File: src/rtl/lapcomb_pkg.sv
package lapcomb_pkg;

  localparam real PI = 3.14159265358979323846;

  // Strobes from control to datapath
  typedef struct packed {
    logic loadProd;  // register c(k)*U(k) of the incoming bin
    logic loadHold;  // move the registered product into the pairing register
    logic emit;      // form j*V(k)+V(k+1) into the output register
  } strobe_t;

  // Real value to signed fixed point with fracBits fraction bits, rounded and clamped
  function automatic int toFixed(real x, int fracBits);
    real scaled;
    int  r;
    int  hi;
    scaled = x * real'(1 << fracBits);
    r      = int'(scaled);
    hi     = (1 << fracBits) - 1;
    if (r > hi) r = hi;
    if (r < -(1 << fracBits)) r = -(1 << fracBits);
    return r;
  endfunction

endpackage

File: src/rtl/lapcomb_ctrl.sv
module lapcomb_ctrl
  import lapcomb_pkg::*;
#(
  parameter int M      = 128,
  parameter int IDX_W  = $clog2(2 * M),
  parameter int CIDX_W = $clog2(M)
) (
  input  logic              clk,
  input  logic              rst,
  input  logic              blockStart,
  input  logic              binValid,
  input  logic [IDX_W-1:0]  binIdx,
  output strobe_t           strobes,
  output logic              outValid,
  output logic [CIDX_W-1:0] outIdx
);

  localparam logic [IDX_W-1:0] LAST_BIN = IDX_W'(M);

  logic             accept;
  logic             s1Valid;
  logic [IDX_W-1:0] s1Idx;
  logic             holdValid;
  logic [IDX_W-1:0] holdIdx;

  assign accept = binValid && (binIdx <= LAST_BIN);

  always_comb begin
    strobes.loadProd = accept;
    strobes.loadHold = s1Valid && !blockStart;
    strobes.emit     = s1Valid && !blockStart && holdValid &&
                       (s1Idx == holdIdx + 1'b1);
  end

  always_ff @(posedge clk) begin
    if (rst) begin
      s1Valid   <= 1'b0;
      s1Idx     <= '0;
      holdValid <= 1'b0;
      holdIdx   <= '0;
      outValid  <= 1'b0;
      outIdx    <= '0;
    end else begin
      s1Valid <= accept;
      if (accept) s1Idx <= binIdx;
      if (blockStart) begin
        holdValid <= 1'b0;
      end else if (s1Valid) begin
        holdValid <= 1'b1;
        holdIdx   <= s1Idx;
      end
      outValid <= strobes.emit;
      if (strobes.emit) outIdx <= holdIdx[CIDX_W-1:0];
    end
  end

  // an output needs a bin sampled two edges earlier
  a_r5_two_stage_latency : assert property (@(posedge clk) disable iff (rst)
    outValid |-> $past(binValid, 2));

  // block start suppresses the next output
  a_r8_start_blocks_emit : assert property (@(posedge clk) disable iff (rst)
    blockStart |=> !outValid);

  // back-to-back outputs carry consecutive indices
  a_r9_consecutive_idx : assert property (@(posedge clk) disable iff (rst)
    (outValid && $past(outValid)) |-> (outIdx == $past(outIdx) + 1'b1));

  // a bin above M never enters the pipeline
  a_r7_high_bin_dropped : assert property (@(posedge clk) disable iff (rst)
    (binValid && (binIdx > LAST_BIN)) |=> !s1Valid);

endmodule

File: src/rtl/lapcomb_datapath.sv
module lapcomb_datapath
  import lapcomb_pkg::*;
#(
  parameter int M      = 128,
  parameter int DATA_W = 25,
  parameter int COEF_W = 16,
  parameter int IDX_W  = $clog2(2 * M)
) (
  input  logic                     clk,
  input  logic                     rst,
  input  strobe_t                  strobes,
  input  logic [IDX_W-1:0]         binIdx,
  input  logic signed [DATA_W-1:0] binRe,
  input  logic signed [DATA_W-1:0] binIm,
  output logic signed [DATA_W-1:0] coefRe,
  output logic signed [DATA_W-1:0] coefIm
);

  localparam int FRAC  = COEF_W - 1;
  localparam int PROD_W = DATA_W + COEF_W + 1;

  // Modulation factor table, computed at elaboration
  logic signed [COEF_W-1:0] romRe [M+1];
  logic signed [COEF_W-1:0] romIm [M+1];

  for (genvar k = 0; k <= M; k++) begin : g_rom
    localparam real ANG = -PI * (2.0 * real'(k) + 1.0) / 4.0
                          - PI * real'(k) / (2.0 * real'(M));
    localparam int FRE = toFixed($cos(ANG), FRAC);
    localparam int FIM = toFixed($sin(ANG), FRAC);
    assign romRe[k] = COEF_W'(FRE);
    assign romIm[k] = COEF_W'(FIM);
  end

  logic [IDX_W-1:0]         romIdx;
  logic signed [COEF_W-1:0] cRe, cIm;
  logic signed [PROD_W-1:0] pRe, pIm;
  logic signed [DATA_W-1:0] vRe, vIm, hRe, hIm;

  assign romIdx = (binIdx <= IDX_W'(M)) ? binIdx : '0;

  always_comb begin
    cRe = romRe[romIdx];
    cIm = romIm[romIdx];
    pRe = PROD_W'(binRe) * PROD_W'(cRe) - PROD_W'(binIm) * PROD_W'(cIm);
    pIm = PROD_W'(binRe) * PROD_W'(cIm) + PROD_W'(binIm) * PROD_W'(cRe);
  end

  always_ff @(posedge clk) begin
    if (rst) begin
      vRe    <= '0;
      vIm    <= '0;
      hRe    <= '0;
      hIm    <= '0;
      coefRe <= '0;
      coefIm <= '0;
    end else begin
      if (strobes.loadProd) begin
        vRe <= pRe[FRAC +: DATA_W];
        vIm <= pIm[FRAC +: DATA_W];
      end
      if (strobes.loadHold) begin
        hRe <= vRe;
        hIm <= vIm;
      end
      if (strobes.emit) begin
        // j*V(k) is (-im, re); add V(k+1)
        coefRe <= vRe - hIm;
        coefIm <= vIm + hRe;
      end
    end
  end

  // outputs only move when a coefficient is formed
  a_r1_out_quiet : assert property (@(posedge clk) disable iff (rst)
    !strobes.emit |=> $stable(coefRe) && $stable(coefIm));

endmodule

File: src/rtl/lapped_combiner.sv
module lapped_combiner #(
  parameter int M      = 128,
  parameter int DATA_W = 25,
  parameter int COEF_W = 16,
  localparam int IDX_W  = $clog2(2 * M),
  localparam int CIDX_W = $clog2(M)
) (
  input  logic              clk,
  input  logic              rst,
  input  logic              blockStart,
  input  logic              binValid,
  input  logic [IDX_W-1:0]  binIdx,
  input  logic [DATA_W-1:0] binRe,
  input  logic [DATA_W-1:0] binIm,
  output logic              coefValid,
  output logic [CIDX_W-1:0] coefIdx,
  output logic [DATA_W-1:0] coefRe,
  output logic [DATA_W-1:0] coefIm
);

  lapcomb_pkg::strobe_t strobes;
  logic signed [DATA_W-1:0] dRe, dIm;

  lapcomb_ctrl #(.M(M), .IDX_W(IDX_W), .CIDX_W(CIDX_W)) ctrl_i (
    .clk       (clk),
    .rst       (rst),
    .blockStart(blockStart),
    .binValid  (binValid),
    .binIdx    (binIdx),
    .strobes   (strobes),
    .outValid  (coefValid),
    .outIdx    (coefIdx)
  );

  lapcomb_datapath #(.M(M), .DATA_W(DATA_W), .COEF_W(COEF_W), .IDX_W(IDX_W)) dp_i (
    .clk    (clk),
    .rst    (rst),
    .strobes(strobes),
    .binIdx (binIdx),
    .binRe  ($signed(binRe)),
    .binIm  ($signed(binIm)),
    .coefRe (dRe),
    .coefIm (dIm)
  );

  assign coefRe = dRe;
  assign coefIm = dIm;

endmodule

File: config.mk
export PLATFORM = sky130hd
export DESIGN_NAME = lapped_combiner
export DESIGN_NICKNAME = d
export VERILOG_FILES = /design/src/rtl/lapcomb_pkg.sv /design/src/rtl/lapcomb_ctrl.sv /design/src/rtl/lapcomb_datapath.sv /design/src/rtl/lapped_combiner.sv
export SDC_FILE = /design/constraint.sdc
export NUM_CORES = 2
export LEC_CHECK = 0
export BUFFER_PORTS_ARGS = -buffer_cell sky130_fd_sc_hd__buf_2
export CORE_MARGIN = 2
export CORE_UTILIZATION = 40
export CTS_CLUSTER_SIZE = 16
export DETAILED_ROUTE_END_ITERATION = 6
export GPL_TIMING_DRIVEN = 0
export PLACE_DENSITY = 0.52
export SLEW_MARGIN = 40
export SYNTH_ARGS = -nofsm -noshare
export SYNTH_HDL_FRONTEND = slang
export SYNTH_SLANG_ARGS = --single-unit
export TNS_END_PERCENT = 20
File: constraint.sdc
create_clock -name clk -period 15.1 [get_ports clk]
set_input_delay 3.02 -clock clk [delete_from_list [all_inputs] [get_ports clk]]
set_output_delay 3.02 -clock clk [all_outputs]
set_load 0.05 [all_outputs]
* Yosys cells after proc, flatten, opt, wreduce, memory -nomap -nowiden
Memories as Yosys holds them, arrays and structs flattened.
Index checks and enable logic that the tools add are counted.
** Word-level totals
- Bits in registers :: 176
- Bits in latches :: 0
- Memory bits (writable) :: 0
- Memory bits (read-only) :: 8192
- Logic and storage cells :: 40
- Memories kept :: 2
** Operators by class
- Add/subtract/negate cells :: 5
- Multiply operators :: 4
- Divide/modulo/power cells :: 0
- Order comparisons :: 2
- Eq/ne operators :: 1
- Shift-type cells :: 0
- Mux-type cells :: 5
- Bitwise operators :: 2
- Reduce and logical (&&, ||, !) cells :: 7
** Memories
- (no name shown) :: words 256, bits a word 16, rd ports 1, clocked after memory_dff 0, wr ports 0, line lapcomb_datapath.sv:43 : cRe = romRe[romIdx];
- (no name shown) :: words 256, bits a word 16, rd ports 1, clocked after memory_dff 0, wr ports 0, line lapcomb_datapath.sv:44 : cIm = romIm[romIdx];
** Operator list (count)
- $mul 25x16->40 :: 4
- $mux 16 :: 4
- $add 40x40->40 :: 1
- $sub 40x40->40 :: 1
- $add 25x25->25 :: 1
- $sub 25x25->25 :: 1
- $ge 9x9->1 const B :: 1
- $not 8->9 :: 1
- $add 8x1->8 const B :: 1
- $eq 8x8->1 :: 1
- $le 8x8->1 const B :: 1
- $mux 8 :: 1
- $logic_and 1x1->1 :: 4
- $reduce_and 2->1 :: 1
- $reduce_or 2->1 :: 1
- $logic_not 1->1 :: 1
- $not 1->1 :: 1

* Longest topological paths before layout
- Word-level depth :: 8
- Gate-level depth with buffers :: 48

* Cells and area by module
A second synthesis with hierarchy kept.
** Second synthesis, totals
- Cell total of the unflattened synthesis :: 7983
- Area total of the unflattened synthesis :: 69007.4 µm²
** Modules (own cells, without submodules)
- lapcomb_datapath :: times used 1, cells an instance 7842, area an instance 67740.0 µm², seq. area each 3002.9 µm²
- lapcomb_ctrl :: times used 1, cells an instance 141, area an instance 1267.5 µm², seq. area each 520.5 µm²

* Least setup slack after synthesis
OpenSTA, ideal clock, no wires.
- Kind :: input-to-reg
- From :: input binIdx[7]
- To :: register dp_i.vRe[21]
- Library setup time :: 117 ps
- Arrival :: 13803 ps
- Path slack :: 1180 ps
- Cell stages on the path :: 43
- Path buffers :: 7
- Cells stage by stage :: buf_4 > inv_1 > clkbuf_1 > nand2_1 > clkinv_1 > ha_1 > clkbuf_1 > clkbuf_1 > buf_1 > buf_1 > nand2_1 > a21oi_1 > a311oi_1 > a2111oi_0 > a31oi_1 > nor2_1 > clkbuf_1 > nand2_1 > [7 not listed] > fa_1 > inv_1 > fa_1 > inv_1 > ha_1 > a21o_1 > a21o_1 > a21oi_1 > o21ai_0 > or4_1 > a21oi_2 > nor3b_4 > a221oi_4 > o21ai_2 > o2111ai_4 > a21boi_1 > or3_1 > a32o_1
** Between the ends
- Cells in the longest elaborated chain, start to end :: 8
- Elaborated cells between the ends (all ways) :: 13
** Ends and longest elaborated chain
- start: declaration :: line lapped_combiner.sv:12 : input logic [IDX_W-1:0] binIdx,
- $le 8x8->1 :: line lapcomb_ctrl.sv:26, lapcomb_datapath.sv:40
- $mux 8 :: line lapcomb_datapath.sv:40 : assign romIdx = (binIdx <= IDX_W'(M)) ? binIdx : '0;
- $not 8->9 (not written as such) :: line lapcomb_datapath.sv:43, lapcomb_datapath.sv:44
- $mem_v2 256x16 (on tied branches)
- $mux 16 (on tied branches) (2 in series) :: line lapcomb_datapath.sv:43, lapcomb_datapath.sv:44
- $mul 25x16->40 :: line lapcomb_datapath.sv:45 : pRe = PROD_W'(binRe) * PROD_W'(cRe) - PROD_W'(binIm) * PROD_W'(cIm);
- $sub 40x40->40 :: line lapcomb_datapath.sv:45
- end signal: assignment :: line lapcomb_datapath.sv:59 : vRe <= pRe[FRAC +: DATA_W];
- end: declaration :: line lapcomb_datapath.sv:38 : logic signed [DATA_W-1:0] vRe, vIm, hRe, hIm;
Parallel ways exist; a longest one is shown, timed or not. The select of a mux whose other input is x is not followed.
A chain may end at the register's enable or synchronous reset.

* Worst setup path after layout
- From :: input binIdx[2]
- To :: register dp_i.vRe[13]
Same word-level chain as after synthesis.

==> results.toml <==
[status]
outcome = "complete, but fails checks"
violations = "design-rule violations, negative setup slack"

[setup_path]
critical_path.max_fanout = 11
endpoint = "dp_i.vRe[13]"
worst_r2r_path_depth = 16
cpMaxStageDelayCell = "fa_1"
crit_path_start_kind = "input pin"
critPathLaunch = "binIdx[2]"
critPathRequiredTime_ns = 15.49
timing.rr.start = "dp_i.vIm[0]"
cpMostUsedCell = "fa_1"
cp_slowest_stage_delay_ns = 0.79
r2r_slack_ns = 10.80
critPathArrivalTime_ns = 15.50
worstSetupEndpointType = "flop"
worstSetupPathType = "input pin to flop"
rr_endpoint = "dp_i.coefIm[24]"

[yosys]
syn_nets = 10200
ys_seq_area_frac = 0.0508
ys_warn_count = 0
ys_ff_latch = 176
synth.distinct_cells = 91
syn_avg_cell_area_um2 = 8.66
synth-async-reset-ratio = 0
synthCells = 8012
synth_ff_type = "dfxtp_1"
synth_enable_flop_cells = 0
syn_area_um2 = 69400

[drt]
drt-total-wl_mm = 349
drtIter0Drc = 6361
avgViaCountPerCell = 5.61
wl_per_cell_um = 33.1
dr.pass1.iters = 7
dr_total_vias = 59100
drc = 1
ant_nets = 0

[global_route]
grt_max_degree = 17
grt_pass1_vias = 61300
antenna_found_initial = 61
track_usage = 0.400
grt_pass1_wl_mm = 484
grt-ovfl-total = 0

[hold_path]
hold_path.class = "flop to flop"

[floorplan]
ioPinCount = 120
coreArea_um2 = 172000
die_x_um = 421
die_area_um2 = 177000
fp.dieH_um = 421
initial_core_util = 0.404
rows = 152

[job]
cap_violations = 0

[placed_design]
gp_congestion = 1.06
post_dp_cell_area_um2 = 73800
port_buffers = 115
dp_hpwl_mm = 287

[layout]
final_cell_mix = "inv_1 (1856), fa_1 (1658), nand2_1 (1090), and2_1 (735), ha_1 (408)"
finalInstanceArea_um2 = 75300
area_delta_synth_final_pct = 8.42
layout-drive-gt1-share = 0.0826
final_common_cell = "inv_1"
layout.nets = 10300

[cts]
cts_buffers = 17
cts_buffer_depth = 2
hold_buffers = 0
clock-sinks = 176
cts_tree = "done"
htree_num_levels = 4
path_clk_slew_ns = 0.07
clk_latency_ns = 0.45
ctsRootBufferMaster = "clkbuf_16"

[sta]
max_freq_mhz = 66.2
whs_ns = 0.455
max_slew_margin = 0.314
min_period_over_period = 1.00
setup_violations = 1
period_needed_ns = 15.10
worst_pin_slew_ns = 1.03
final.setup.tns_ns = -0.00422
grt_setup_unrepaired = "false"
hold_viol_final = 0
drv_slew = 0
fin_skew_ns = 0.0129
fin_ws_ns = -0.00422
metrics by stage:
step	util	setup slack, ns	cells
detailed placement	0.429	-3.43	10500
finish	0.438	-0.00422	10500
floorplan	-	1.18	8012
global placement	0.424	-6.18	10400
global route	0.437	0.0395	10500
CTS	0.435	0.00346	10500
cell families (layout without fill, tap and decap cells):
logic type      Yosys count  after routing  share of synthesized area
fa+ha+maj              2077           2077                      0.554
simple gates           2385           2385                      0.165
other cells               0             33                          0
xor+xnor                159            159                     0.0201
compound gates          800            800                     0.0732
buf+inv                2354           2535                      0.128
mux                      61             61                    0.00918
flops                   176            176                     0.0508
synth_stat cells, drive strengths merged, types with 28 or more instances:
cell / n / share of area
inv: 1861 / 0.10
nor3: 56 / 0.0040
mux2i: 58 / 0.0084
buf: 42 / 0.0030
a21oi: 300 / 0.022
a21o: 50 / 0.0054
nand3: 40 / 0.0029
a211oi: 32 / 0.0035
or2: 47 / 0.0042
dfxtp: 176 / 0.051
nor2b: 28 / 0.0025
clkbuf: 449 / 0.024
fa: 1662 / 0.48
nor2: 279 / 0.015
xnor2: 117 / 0.015
nand2: 1102 / 0.060
o21ai: 155 / 0.011
and2: 737 / 0.066
a31oi: 30 / 0.0028
xor2: 42 / 0.0053
ha: 415 / 0.075
nand2b: 29 / 0.0026
critical path: cells and delay by family:
kind / cells / cell delay (ns)
adders and majority gates: 10 / 4.88
buffers and inverters: 10 / 2.38
AOI/OAI and AO/OA: 14 / 3.49
xor gates and xnor gates: 1 / 0.34
and+or+nand+nor: 5 / 1.32
layout make-up:
class                   count  area, um^2
clock inverters             8        82.6
flip-flops and latches    176        3520
multi-input cells        5482       57500
clock buffers              23         468
repair buffers            156        1220
inverters                1863        7010
fillers                 17700       96700
well taps                2310        2890
plain buffers             485        2430
diodes                     33        82.6
per-layer routing:
metal	share of wire	GRT usage	up-vias
li1	-	-	24100
met1	0.38	0.511	30600
met2	0.43	0.605	3481
met3	0.093	0.0820	935
met4	0.092	0.284	18
met5	0.00067	0.00500	-
state kept, by name (all words and copies together) (netlist names), 7 cells and up:
signal and cells:
ctrl_i.holdIdx 8, dp_i.vRe 25, dp_i.hIm 25, ctrl_i.s1Idx 8
dp_i.coefIm 25, dp_i.coefRe 25, ctrl_i.outIdx 7, dp_i.vIm 25
dp_i.hRe 25
what timing repair did:
item,CTS,global route
setup endpoints to repair,50,22
hold endpoints to repair,0,0
pin swaps,7,7
buffers inserted,11,8
gates cloned,0,0
gates resized for setup,134,80
worst min-delay path by stage:
stage / depth (start not counted) / slack, ns / start / to
finish: 2 / 0.46 / dp_i.hIm[7] / dp_i.hIm[7]
floorplan: 2 / 0.44 / dp_i.hIm[10] / dp_i.hIm[10]
CTS: 2 / 0.46 / dp_i.hIm[7] / dp_i.hIm[7]
global placement: 2 / 0.44 / dp_i.hIm[5] / dp_i.hIm[5]
global route: 2 / 0.47 / dp_i.hIm[7] / dp_i.hIm[7]
detailed placement: 2 / 0.45 / dp_i.hIm[7] / dp_i.hIm[7]
Power is not shown: default switching activity piles up to over one toggle a cycle in this logic, so the estimate is an artifact.
